## src/rtl/fsc_pkg.sv

```systemverilog
package fsc_pkg;
  typedef enum logic [2:0] {
    OP_NONE = 3'd0,
    OP_PUSH = 3'd1,
    OP_POP  = 3'd2,
    OP_MARK = 3'd3,
    OP_CALL = 3'd4,
    OP_RET  = 3'd5
  } stk_op_e;
endpackage

```

## src/rtl/fsc_decode.sv

```systemverilog
module fsc_decode
  import fsc_pkg::*;
(
  input  logic    push_i,
  input  logic    pop_i,
  input  logic    mark_i,
  input  logic    call_i,
  input  logic    ret_i,
  output stk_op_e op_o
);
  // fixed priority, return highest
  always_comb begin
    if (ret_i)       op_o = OP_RET;
    else if (call_i) op_o = OP_CALL;
    else if (mark_i) op_o = OP_MARK;
    else if (pop_i)  op_o = OP_POP;
    else if (push_i) op_o = OP_PUSH;
    else             op_o = OP_NONE;
  end
endmodule

```

## src/rtl/fsc_store.sv

```systemverilog
module fsc_store #(
  parameter int DEPTH = 16,
  parameter int WIDTH = 16,
  parameter int IW    = $clog2(DEPTH + 1)
) (
  input  logic             clk_i,
  input  logic             we_val_i,
  input  logic             we_link_i,
  input  logic [IW-1:0]    waddr_i,
  input  logic [WIDTH-1:0] wval_i,
  input  logic [IW-1:0]    wlink_i,
  input  logic [IW-1:0]    raddr_top_i,
  input  logic [IW-1:0]    raddr_frm_i,
  output logic [WIDTH-1:0] top_val_o,
  output logic [WIDTH-1:0] frm_val_o,
  output logic [IW-1:0]    frm_link_o
);
  localparam int AW = (DEPTH > 1) ? $clog2(DEPTH) : 1;
  localparam logic [IW-1:0] LIMIT = IW'(DEPTH);

  logic [WIDTH-1:0] val_q  [DEPTH];
  logic [IW-1:0]    link_q [DEPTH];

  always_ff @(posedge clk_i) begin
    for (int i = 0; i < DEPTH; i++) begin
      if (we_val_i && waddr_i == IW'(i))  val_q[i]  <= wval_i;
      if (we_link_i && waddr_i == IW'(i)) link_q[i] <= wlink_i;
    end
  end

  // reads of the empty sentinel return zero
  always_comb begin
    top_val_o  = '0;
    frm_val_o  = '0;
    frm_link_o = LIMIT;
    if (raddr_top_i < LIMIT) top_val_o = val_q[raddr_top_i[AW-1:0]];
    if (raddr_frm_i < LIMIT) begin
      frm_val_o  = val_q[raddr_frm_i[AW-1:0]];
      frm_link_o = link_q[raddr_frm_i[AW-1:0]];
    end
  end
endmodule

```

## src/rtl/fsc_ptr.sv

```systemverilog
module fsc_ptr
  import fsc_pkg::*;
#(
  parameter int DEPTH = 16,
  parameter int WIDTH = 16,
  parameter int IW    = $clog2(DEPTH + 1)
) (
  input  logic             clk_i,
  input  logic             rst_ni,
  input  stk_op_e          op_i,
  input  logic [WIDTH-1:0] push_data_i,
  input  logic [WIDTH-1:0] ret_addr_i,
  input  logic [IW-1:0]    frm_link_i,
  output logic [IW-1:0]    sp_o,
  output logic [IW-1:0]    fp_o,
  output logic             we_val_o,
  output logic             we_link_o,
  output logic [IW-1:0]    waddr_o,
  output logic [WIDTH-1:0] wval_o,
  output logic [IW-1:0]    wlink_o,
  output logic             ovf_o,
  output logic             udf_o,
  output logic             pop_ok_o,
  output logic             pc_ok_o
);
  localparam logic [IW-1:0] NONE = IW'(DEPTH);

  logic [IW-1:0] sp_q, sp_d, fp_q, fp_d, sp_dec, sp_inc;
  logic full, empty, no_frame;

  assign full     = (sp_q == '0);
  assign empty    = (sp_q == NONE);
  assign no_frame = (fp_q == NONE);
  assign sp_dec   = sp_q - 1'b1;
  assign sp_inc   = sp_q + 1'b1;

  always_comb begin
    sp_d      = sp_q;
    fp_d      = fp_q;
    we_val_o  = 1'b0;
    we_link_o = 1'b0;
    waddr_o   = sp_dec;
    wval_o    = push_data_i;
    wlink_o   = NONE;
    ovf_o     = 1'b0;
    udf_o     = 1'b0;
    pop_ok_o  = 1'b0;
    pc_ok_o   = 1'b0;
    unique case (op_i)
      OP_PUSH: begin
        if (full) ovf_o = 1'b1;
        else begin
          sp_d      = sp_dec;
          we_val_o  = 1'b1;
          we_link_o = 1'b1;
        end
      end
      OP_MARK: begin
        if (full) ovf_o = 1'b1;
        else begin
          sp_d      = sp_dec;
          fp_d      = sp_dec;
          we_val_o  = 1'b1;
          we_link_o = 1'b1;
          wval_o    = '0;
          wlink_o   = fp_q;
        end
      end
      OP_POP: begin
        // the frame slot is not poppable data
        if (empty || sp_q == fp_q) udf_o = 1'b1;
        else begin
          sp_d     = sp_inc;
          pop_ok_o = 1'b1;
        end
      end
      OP_CALL: begin
        if (!no_frame) begin
          we_val_o = 1'b1;
          waddr_o  = fp_q;
          wval_o   = ret_addr_i;
          pc_ok_o  = 1'b1;
        end
      end
      OP_RET: begin
        if (no_frame) udf_o = 1'b1;
        else begin
          sp_d    = fp_q + 1'b1;
          fp_d    = frm_link_i;
          pc_ok_o = 1'b1;
        end
      end
      default: ;
    endcase
  end

  always_ff @(posedge clk_i or negedge rst_ni) begin
    if (!rst_ni) begin
      sp_q <= NONE;
      fp_q <= NONE;
    end else begin
      sp_q <= sp_d;
      fp_q <= fp_d;
    end
  end

  assign sp_o = sp_q;
  assign fp_o = fp_q;
endmodule

```

## src/rtl/frame_stack_ctl.sv

```systemverilog
module frame_stack_ctl
  import fsc_pkg::*;
#(
  parameter int DEPTH = 16,
  parameter int WIDTH = 16
) (
  input  logic                         clk_i,
  input  logic                         rst_ni,
  input  logic                         push_i,
  input  logic                         pop_i,
  input  logic                         mark_i,
  input  logic                         call_i,
  input  logic                         ret_i,
  input  logic [WIDTH-1:0]             push_data_i,
  input  logic [WIDTH-1:0]             call_target_i,
  input  logic [WIDTH-1:0]             ret_addr_i,
  output logic [WIDTH-1:0]             pop_data_o,
  output logic                         pop_valid_o,
  output logic [$clog2(DEPTH+1)-1:0]   sp_o,
  output logic [WIDTH-1:0]             pc_o,
  output logic                         pc_valid_o,
  output logic                         ovf_o,
  output logic                         udf_o
);
  localparam int IW = $clog2(DEPTH + 1);

  stk_op_e          op;
  logic [IW-1:0]    sp_q, fp_q, waddr, wlink, frm_link;
  logic [WIDTH-1:0] wval, top_val, frm_val;
  logic             we_val, we_link, ovf, udf, pop_ok, pc_ok;

  fsc_decode u_decode (
    .push_i (push_i),
    .pop_i  (pop_i),
    .mark_i (mark_i),
    .call_i (call_i),
    .ret_i  (ret_i),
    .op_o   (op)
  );

  fsc_ptr #(.DEPTH(DEPTH), .WIDTH(WIDTH), .IW(IW)) u_ptr (
    .clk_i       (clk_i),
    .rst_ni      (rst_ni),
    .op_i        (op),
    .push_data_i (push_data_i),
    .ret_addr_i  (ret_addr_i),
    .frm_link_i  (frm_link),
    .sp_o        (sp_q),
    .fp_o        (fp_q),
    .we_val_o    (we_val),
    .we_link_o   (we_link),
    .waddr_o     (waddr),
    .wval_o      (wval),
    .wlink_o     (wlink),
    .ovf_o       (ovf),
    .udf_o       (udf),
    .pop_ok_o    (pop_ok),
    .pc_ok_o     (pc_ok)
  );

  fsc_store #(.DEPTH(DEPTH), .WIDTH(WIDTH), .IW(IW)) u_store (
    .clk_i       (clk_i),
    .we_val_i    (we_val),
    .we_link_i   (we_link),
    .waddr_i     (waddr),
    .wval_i      (wval),
    .wlink_i     (wlink),
    .raddr_top_i (sp_q),
    .raddr_frm_i (fp_q),
    .top_val_o   (top_val),
    .frm_val_o   (frm_val),
    .frm_link_o  (frm_link)
  );

  always_ff @(posedge clk_i or negedge rst_ni) begin
    if (!rst_ni) begin
      pop_data_o  <= '0;
      pop_valid_o <= 1'b0;
      pc_o        <= '0;
      pc_valid_o  <= 1'b0;
      ovf_o       <= 1'b0;
      udf_o       <= 1'b0;
    end else begin
      pop_valid_o <= pop_ok;
      pc_valid_o  <= pc_ok;
      ovf_o       <= ovf;
      udf_o       <= udf;
      if (pop_ok) pop_data_o <= top_val;
      if (pc_ok)  pc_o <= (op == OP_CALL) ? call_target_i : frm_val;
    end
  end

  assign sp_o = sp_q;
endmodule

```

## config.mk

```make
export PLATFORM = sky130hd
export DESIGN_NAME = frame_stack_ctl
export DESIGN_NICKNAME = d
export VERILOG_FILES = /design/src/rtl/fsc_pkg.sv /design/src/rtl/fsc_decode.sv /design/src/rtl/fsc_store.sv /design/src/rtl/fsc_ptr.sv /design/src/rtl/frame_stack_ctl.sv
export SDC_FILE = /design/constraint.sdc
export NUM_CORES = 1
export LEC_CHECK = 0
export BUFFER_PORTS_ARGS = -buffer_cell sky130_fd_sc_hd__buf_2
export CAP_MARGIN = 20
export CORE_MARGIN = 3
export CORE_UTILIZATION = 60
export CTS_BUF_LIST = sky130_fd_sc_hd__clkbuf_2
export DETAILED_ROUTE_END_ITERATION = 7
export GPL_ROUTABILITY_DRIVEN = 0
export PLACE_DENSITY = 0.75
export SLEW_MARGIN = 20
export SYNTH_ARGS = -nofsm -noshare
export SYNTH_HDL_FRONTEND = slang
export SYNTH_SLANG_ARGS = --single-unit
export TNS_END_PERCENT = 10
```

## constraint.sdc

```tcl
create_clock -name clk_i -period 4.43 [get_ports clk_i]
set_input_delay 0.2215 -clock clk_i [delete_from_list [all_inputs] [get_ports clk_i]]
set_output_delay 0.2215 -clock clk_i [all_outputs]
set_load 0.01 [all_outputs]
```

==> impl_metrics.yaml <==
detailed_routing:
  antenna_left: 0
  drt_wl_total_mm: 48.94
  drc: 0
  wl_per_cell_um: 27.28
  vias_per_cell: 6.669
  num_vias: 11960
  drtPass1Iterations: 6
  drt-initial-drc-count: 1371
global_routing:
  grt_usage_pct: 31.21
  grt_pass1_wl_mm: 72.72
  use_met1_pct: 43.49
  grtUsageMet3_pct: 8.834
  grt_pass1_vias: 12030
  busiest_layer: "met2"
  grt_use_met2_pct: 47.65
  grt_max_degree: 128
  globalRoute.totalOverflow: 0
  grt_antenna_before_repair: 1
place:
  dpl_cell_area_um2: 18790
  dpl.cell_count: 1553
  dp_hpwl_mm: 29.68
  port_buffers: 95
floorplanning:
  io_pins: 96
  initial_utilization_pct: 61.50
  std_cell_rows: 62
  die_x_um: 178.4
  core-area_um2: 29010
  die_height_um: 178.4
  die_area_um2: 31840
synthesis:
  synth_area_leaders: "edfxtp_1, mux4_2, dfrtp_1"
  synth_nets: 1170
  ys_seq_area_share_pct: 63.02
  yosysTopAreaCell: "edfxtp_1"
  synth_common_cells: "edfxtp_1, mux2i_1, mux4_2"
  netlist_area_um2: 17840
  async_flop_share_pct: 12.04
  synth-main-ff-cell: "edfxtp_1"
  synth-edff-count: 336
  ys_warn_count: 0
  ys_types: 66
  post_synth.cell_area_avg_um2: 16.03
  yosysMostFrequentCell: "edfxtp_1"
  synth_seq_cells: 382
  yosysTopAreaCellShare_pct: 56.55
  netlist_instances: 1113
power_and_ir_drop:
  power_density_nw_per_um2: 600.0
  p_total_mw: 12.23
  peakVddDrop_mv: 0.6106
  p_leak_nw: 7.277
final_layout:
  fin_cells: 1794
  syn_to_final_growth_pct: 14.25
  drive_gt1_share_pct: 30.80
  final_area_um2: 20380
  fin_nets: 1390
setup_path:
  crit_path_start_kind: "flip-flop"
  rrSetupSlack_ns: 0.82
  critPathCaptureType: "flip-flop"
  crit_path_cell_trace: "inv_1 -> ha_1 -> or4b_4 -> nand2_1 -> mux2i_1 -> nand2b_1 -> buf_4 -> a22o_1 -> dlygate4sd3_1"
  worstPathArrival_ns: 4.28
  worstPathMaxFanout: 14
  timing.rr.end: "u_store.val_q[13][13]$_DFFE_PP_"
  reg2reg_from: "u_ptr.sp_o[0]$_DFFE_PN0P_"
  crit_start: "u_ptr.sp_o[0]$_DFFE_PN0P_"
  endpoint: "u_store.val_q[13][13]$_DFFE_PP_"
  critical_path.max_stage_delay_ns: 0.80
  cp.required_ns: 5.10
  critical_path_class: "flip-flop to flip-flop"
  reg2regPathDepth: 9
  crit_path_top_delay_cell: "dlygate4sd3_1"
hold_path:
  min_from: "ret_addr_i[7]"
  whs_path_depth: 2
  hp-class: "input pin to flip-flop"
timing:
  fin_skew_ns: 0.07072
  rsz0062_at_grt: "false"
  final.setup.tns_ns: 0
  post-route-period-util_pct: 81.55
  slew_headroom_pct: 27.21
  setup_viol: 0
  fin_crit_ns: 3.613
  worst_slew_pin_slew_ns: 1.092
  max_freq_ghz: 0.2768
  hold_violations: 0
  drv_slew: 0
clocking:
  clk_pin_slew_ns: 0.11
  numCtsBuffers: 92
  cts_htree_levels: 3
  cts_sinks: 382
  insertion_delay_ns: 0.91
  clock_path_buffers: 3
  cts_tree: "yes"
  clockRootBuffer: "clkbuf_2"
status:
  run_status: "finished clean"
flow_run:
  drv_cap: 0
-- report_power, final --
| part | internal, mW | switching, mW |
|---|---|---|
| combinational | 2.16 | 3.10 |
| clock | 0.949 | 1.40 |
| sequential | 4.38 | 0.244 |
-- metrics by stage --
stage | hold WS, ns | worst slack, ns | util [%]
2_1_floorplan | -0.07409 | 0.6206 | -
3_3_place_gp | 0.4089 | 1.188 | 64.77
3_5_place_dp | 0.4142 | 1.071 | 64.77
4_1_cts | 0.01091 | 0.8773 | 70.23
5_1_grt | 0.01249 | 0.6125 | 70.26
6_report | 0.05568 | 0.8172 | 70.26
-- area by class of cell --
class / count / area, um2
antenna: 1 / 2.502
clock buffer: 135 / 675.6
clock inverter: 35 / 207.7
fill: 1993 / 8628
inverter: 7 / 26.28
multi-input combinational: 635 / 6171
sequential: 382 / 11260
tap: 384 / 480.5
timing repair buffer: 215 / 1564
-- per-layer routing --
layer,part of all wire [%],routed length [um]
met5,0,0
met4,3.1,1528
met3,12,5947
met2,46,22590
met1,39,18880
-- worst min-delay path by stage --
stage                                                 to
after global placement               pc_o[6]$_DFFE_PN0P_
after detailed placement            pc_valid_o$_DFF_PN0_
after floorplan                          ovf_o$_DFF_PN0_
final                      u_store.val_q[5][7]$_DFFE_PP_
after global routing      u_store.val_q[11][7]$_DFFE_PP_
after CTS                 u_store.val_q[10][7]$_DFFE_PP_
-- layout by cell type, fill, tap and decap left out, types with 13 or more instances in the layout --
cell type	count
buf_2	95
mux4_2	99
nand2_1	35
nor3_2	19
o21ai_0	25
edfxtp_1	336
nor3_1	18
buf_4	49
nor2b_1	41
a21oi_1	24
mux2i_1	100
a22o_1	32
clkinv_1	25
a22oi_1	61
o22ai_1	13
nand3_1	18
dlygate4sd3_1	70
nor2_1	29
clkbuf_2	135
dfrtp_1	39
a31oi_1	22
-- cell families (layout without fill, tap and decap cells) --
kind of cell	after synthesis	in the layout	synth area share [%]
DFF	382	382	63.02
AOI/OAI and AO/OA	227	227	9.271
muxes	205	205	18.53
and+or+nand+nor	189	189	5.547
buffers and inverters	96	392	2.910
xor gates and xnor gates	12	12	0.5891
adders and majority gates	2	2	0.1402
other	0	1	0
-- state kept, by name, indices dropped and copies added (netlist names), 5 cells and up --
signal,cells
u_store.link_q,80
u_store.val_q,256
u_ptr.fp_o,5
pc_o,16
pop_data_o,16
u_ptr.sp_o,5
-- worst max-delay path, delay by kind of cell, from the launching register on --
family	cells	cell delay, ns
fa+ha+maj	1	0.36
flops	1	0.49
simple gates	3	0.72
buf+inv	3	1.29
compound gates	1	0.47
mux	1	0.08
-- repair_timing --
item	in CTS	in global routing
hold buffers	70	0
hold endpoints to repair	228	0
gates resized for setup	0	0
setup buffers	0	0
Note: power is estimated with default switching activity, not from simulation.
